**src/rtl/tl_seq_pkg.sv**
```systemverilog
package tl_seq_pkg;
  localparam int unsigned ST_W   = 3;
  localparam int unsigned ST_NUM = 1 << ST_W;

  typedef logic [ST_W-1:0] st_t;

  localparam st_t ST_BOOT_A = 3'd0;
  localparam st_t ST_BOOT_B = 3'd1;
  localparam st_t ST_GO     = 3'd2;
  localparam st_t ST_WARN   = 3'd3;
  localparam st_t ST_STOP_A = 3'd4;
  localparam st_t ST_STOP_B = 3'd5;
  localparam st_t ST_TRAP_A = 3'd6;
  localparam st_t ST_TRAP_B = 3'd7;

  typedef struct packed {
    logic g;
    logic y;
    logic r;
  } lamps_t;
endpackage

```
**src/rtl/tl_seq_next.sv**
```systemverilog
module tl_seq_next
  import tl_seq_pkg::*;
(
  input  st_t cur,
  output st_t nxt
);
  always_comb begin
    unique case (cur)
      ST_BOOT_A: nxt = ST_BOOT_B;
      ST_BOOT_B: nxt = ST_GO;
      ST_GO:     nxt = ST_WARN;
      ST_WARN:   nxt = ST_STOP_A;
      ST_STOP_A: nxt = ST_STOP_B;
      ST_STOP_B: nxt = ST_GO;
      ST_TRAP_A: nxt = ST_GO;      // breaks the 6<->7 lockup
      ST_TRAP_B: nxt = ST_TRAP_A;
      default:   nxt = ST_BOOT_A;
    endcase
  end
endmodule

```
**src/rtl/tl_seq_lamp.sv**
```systemverilog
module tl_seq_lamp
  import tl_seq_pkg::*;
(
  input  st_t    st,
  output lamps_t lamps
);
  always_comb begin
    lamps = '{g: 1'b0, y: 1'b0, r: 1'b1};
    if (st == ST_GO) begin
      lamps = '{g: 1'b1, y: 1'b0, r: 1'b0};
    end else if (st == ST_WARN) begin
      lamps = '{g: 1'b0, y: 1'b1, r: 1'b0};
    end
  end
endmodule

```
**src/rtl/tl_seq_reg.sv**
```systemverilog
module tl_seq_reg #(
  parameter int unsigned W = 3,
  parameter logic [W-1:0] RST_VAL = '0
) (
  input  logic         clk,
  input  logic         rst,
  input  logic [W-1:0] d,
  output logic [W-1:0] q
);
  for (genvar i = 0; i < W; i++) begin : g_bit
    always_ff @(posedge clk) begin
      if (rst) q[i] <= RST_VAL[i];
      else     q[i] <= d[i];
    end
  end
endmodule

```
**src/rtl/tl_sequencer.sv**
```systemverilog
module tl_sequencer
  import tl_seq_pkg::*;
(
  input  logic            clk,
  input  logic            rst,
  input  logic            load_en,
  input  logic [ST_W-1:0] load_state,
  output logic [ST_W-1:0] state,
  output logic            lamp_g,
  output logic            lamp_y,
  output logic            lamp_r
);
  localparam int unsigned LAMP_W = $bits(lamps_t);
  localparam logic [LAMP_W-1:0] LAMP_RST = 3'b001;

  st_t    cur_q, step_d, load_d;
  lamps_t lamp_d;
  logic [LAMP_W-1:0] lamp_q;

  tl_seq_next u_next (.cur(cur_q), .nxt(step_d));

  assign load_d = load_en ? load_state : step_d;

  // lamps decoded from the value entering the state register
  tl_seq_lamp u_lamp (.st(load_d), .lamps(lamp_d));

  tl_seq_reg #(.W(ST_W), .RST_VAL(ST_BOOT_A)) u_st_reg (
    .clk(clk), .rst(rst), .d(load_d), .q(cur_q)
  );

  tl_seq_reg #(.W(LAMP_W), .RST_VAL(LAMP_RST)) u_lamp_reg (
    .clk(clk), .rst(rst), .d(lamp_d), .q(lamp_q)
  );

  assign state  = cur_q;
  assign lamp_g = lamp_q[2];
  assign lamp_y = lamp_q[1];
  assign lamp_r = lamp_q[0];
endmodule

```
**config.mk**
```make
export PLATFORM = sky130hd
export DESIGN_NAME = tl_sequencer
export DESIGN_NICKNAME = d
export VERILOG_FILES = /design/src/rtl/tl_seq_pkg.sv /design/src/rtl/tl_seq_next.sv /design/src/rtl/tl_seq_lamp.sv /design/src/rtl/tl_seq_reg.sv /design/src/rtl/tl_sequencer.sv
export SDC_FILE = /design/constraint.sdc
export NUM_CORES = 1
export LEC_CHECK = 0
export ABC_CLOCK_PERIOD_IN_PS = 1200
export BUFFER_PORTS_ARGS = -buffer_cell sky130_fd_sc_hd__buf_4
export CORE_AREA = 8 8 45 47
export CTS_CLUSTER_DIAMETER = 50
export DETAILED_ROUTE_END_ITERATION = 6
export DIE_AREA = 0 0 53 55
export GPL_ROUTABILITY_DRIVEN = 0
export SYNTH_ARGS = -nofsm -noshare
export SYNTH_HDL_FRONTEND = slang
export SYNTH_SLANG_ARGS = --single-unit
```
**constraint.sdc**
```tcl
create_clock -name clk -period 1.2 [get_ports clk]
set_clock_uncertainty 0.05 [all_clocks]
set_input_delay 0.12 -clock clk [delete_from_list [all_inputs] [get_ports clk]]
set_output_delay 0.12 -clock clk [all_outputs]
set_load 0.01 [all_outputs]
```
==> results.md <==
* HP Class: input pin to flip-flop
* Drt drc at 0
* Effective utilization at floorplan at 26.22%
* Syn Inst Count at 37
* Row count at 14
* Area of the multi-input gates at 182.7 sq um
* Wire length per cell at 10.81 um
* Yosys top cell area share at 49.66%
* Worst Path Class, Setup: flip-flop to flip-flop
* CTS Sinks at 9
* Via-per-instance ratio at 4.292
* Sequential element share of the synthesized area at 49.66%
* Worst Setup End Kind: flip-flop
* GRT Total Usage at 5.641%
* RSZ-0062 raised after global routing: true
* Ys Warns at 0
* Grt ovf at 0
* IR drop worst, VDD at 339.2 uV
* Via Count at 309
* Pin count of the biggest net entering global routing at 11
* Setup ws final at -0.003113 ns
* Top cells by count, synth: dfxtp_1, nor2_1, inv_1
* Share of cells above drive strength 1 at 50.00%
* Total power draw at 0.0007639 W
* Max Fclk at 831.2 MHz
* Setup crit start kind: flip-flop
* Layout Area Growth over Synthesis at 53.79%
* Leakage power at 0.2594 nW
* Post-Syn Area at 362.8 sq um
* Die Y-Extent at 55 um
* Hpwl dp at 567.6 um
* Final Max Tran Viols at 0
* Post-Place Worst Slack at -0.08851 ns
* Slew @ Worst Pin at 0.1942 ns
* TritonCTS clock tree: yes
* Drt first pass iters at 2
* Final Setup Violations at 1
* Clk slew on worst S/H paths at 0.06 ns
* Status: finished with violations
* Syn_nets at 46
* Main area contributors after synthesis: dfxtp_1, ha_1, mux2i_1, nor2_1, inv_1
* Post-synthesis area per instance at 9.807 sq um
* Cell accounting for the most synthesized area: dfxtp_1
* Global-route wire length before repair at 1186 um
* Port bufs at 11
* Vias in the first global route at 316
* Final Cycle Share at 100.3%
* Iter 0 DRT Violations at 1
* Io pins at 12
* Routed WL at 778 um
* Filler Cells Inserted at 138
* Die area at 0.002915 sq mm
* CP max FO at 4
* Finished Layout Cells at 72
* Core box area at 0.001384 sq mm
* Relative slew slack at 86.80%
* Initial antenna violation count at 0
* Post-synth EDFFs at 0
* Most used DFF post-synth: dfxtp_1
* H-tree lvl count at 1
* Die X at 53 um
* Antenna Nets Post-Route at 0
* Post-CTS Hold Buffers at 0
* Total CTS buffers at 3
* Count leader, synth: dfxtp_1
* Crit path time final at 1.203 ns
* Antenna cell count at 0
* Netlist cell types at 13
* Clock root buffer: clkbuf_4
* Cell Pwr Density at 1369 mW/mm^2
* Worst skew pair latency at 0.26 ns
* Final-stage net count at 66
* Placed Cells at 66
* Register area at 182.7 sq um
* Arrival time at the worst endpoint at 1.30 ns
* CP required at 1.30 ns
* Max Cap Viol at 0
* Final hold vios at 0
* Async S/R FF share, synth at 0%
* Failing checks: negative setup slack
* Yosys reg bits at 9
* Clock Tree Buf Depth at 2
## metal layers
layer	GRT usage [%]	vias to the layer above	part of all wire, %
li1	-	159	-
met1	4.740	137	38
met2	9.961	11	47
met3	2.406	2	13
met4	5.172	0	1.9
met5	0	-	0
## sequential cells by signal (all words and copies together), names as in the netlist
name and flops:
u_st_reg.q 3, u_lamp_reg.q 3, u_next.nxt 3
## path summary, 6_finish.rpt
check / startpoint / endpoint / slack (ns) / cells past startpoint
setup / recovery: u_next.nxt[0] / u_next.nxt[1] / -0.003 / 6
hold / removal: rst / u_st_reg.q[1] / 0.05 / 2
setup reg to reg: u_next.nxt[0] / u_next.nxt[1] / -0.003 / 6
hold reg to reg: u_next.nxt[2] / u_lamp_reg.q[0] / 0.55 / 2
## stage by stage
| step | utilization, % | area [sq um] | setup TNS (ns) | hold WS, ns |
|---|---|---|---|---|
| floorplan | - | 369.1 | 0 | 0.2366 |
| detailed placement | 35.17 | 486.7 | -0.1664 | 0.3263 |
| global route | 40.33 | 558.0 | -0.1526 | 0.07378 |
| global placement | 35.17 | 486.7 | -0.1090 | 0.3218 |
| CTS | 38.25 | 529.3 | -0.04437 | 0.04794 |
| finish | 40.33 | 558.0 | -0.003113 | 0.05392 |
## area by class of cell
type	instances	share of cell area [%]
Sequential cell	9	32.74
Timing Repair Buffer	17	22.87
Multi-Input combinational cell	21	32.74
Clock buffer	4	4.709
Tap cell	16	3.587
Inverter	5	3.363
## cell usage in the layout (no fill, tap or decap), drive strengths merged
cell and n:
buf 17, dfxtp 9, nor2 7, inv 5, clkbuf 4, ha 3, mux2i 3, o31ai 2
o21ai 2, o22ai 1, nand3b 1, or3b 1, a21o 1
## cells by family after synthesis
group,after synthesis,synth area share [%]
and+or+nand+nor,9,11.73
DFF,9,49.65
buffers and inverters,7,9.310
AOI/OAI and AO/OA,6,10.69
muxes,3,8.276
adders and majority gates,3,10.35
## what timing repair did
action / CTS / global route
hold endpoints to repair: 0 / 0
pin swaps: 4 / 2
resized for setup: 2 / 6
buffers inserted: 2 / 0
endpoints found under the setup margin: 2 / 2
## worst max-delay path: stages (launching register included)
cell,delay (ns)
dfxtp_2,0.32
mux2i_2,0.07
nor2_2,0.15
inv_1,0.06
ha_1,0.30
o21ai_1,0.08
o31ai_1,0.07
## power breakdown
| part | switching [W] | internal (W) | total, W |
|---|---|---|---|
| Combinational | 0.0000808 | 0.000104 | 0.000185 |
| Sequential | 0.0000145 | 0.000334 | 0.000349 |
| Clock | 0.000102 | 0.000128 | 0.000230 |
| Total | 0.000197 | 0.000567 | 0.000764 |
No activity file was read; power rests on OpenSTA's default activity.
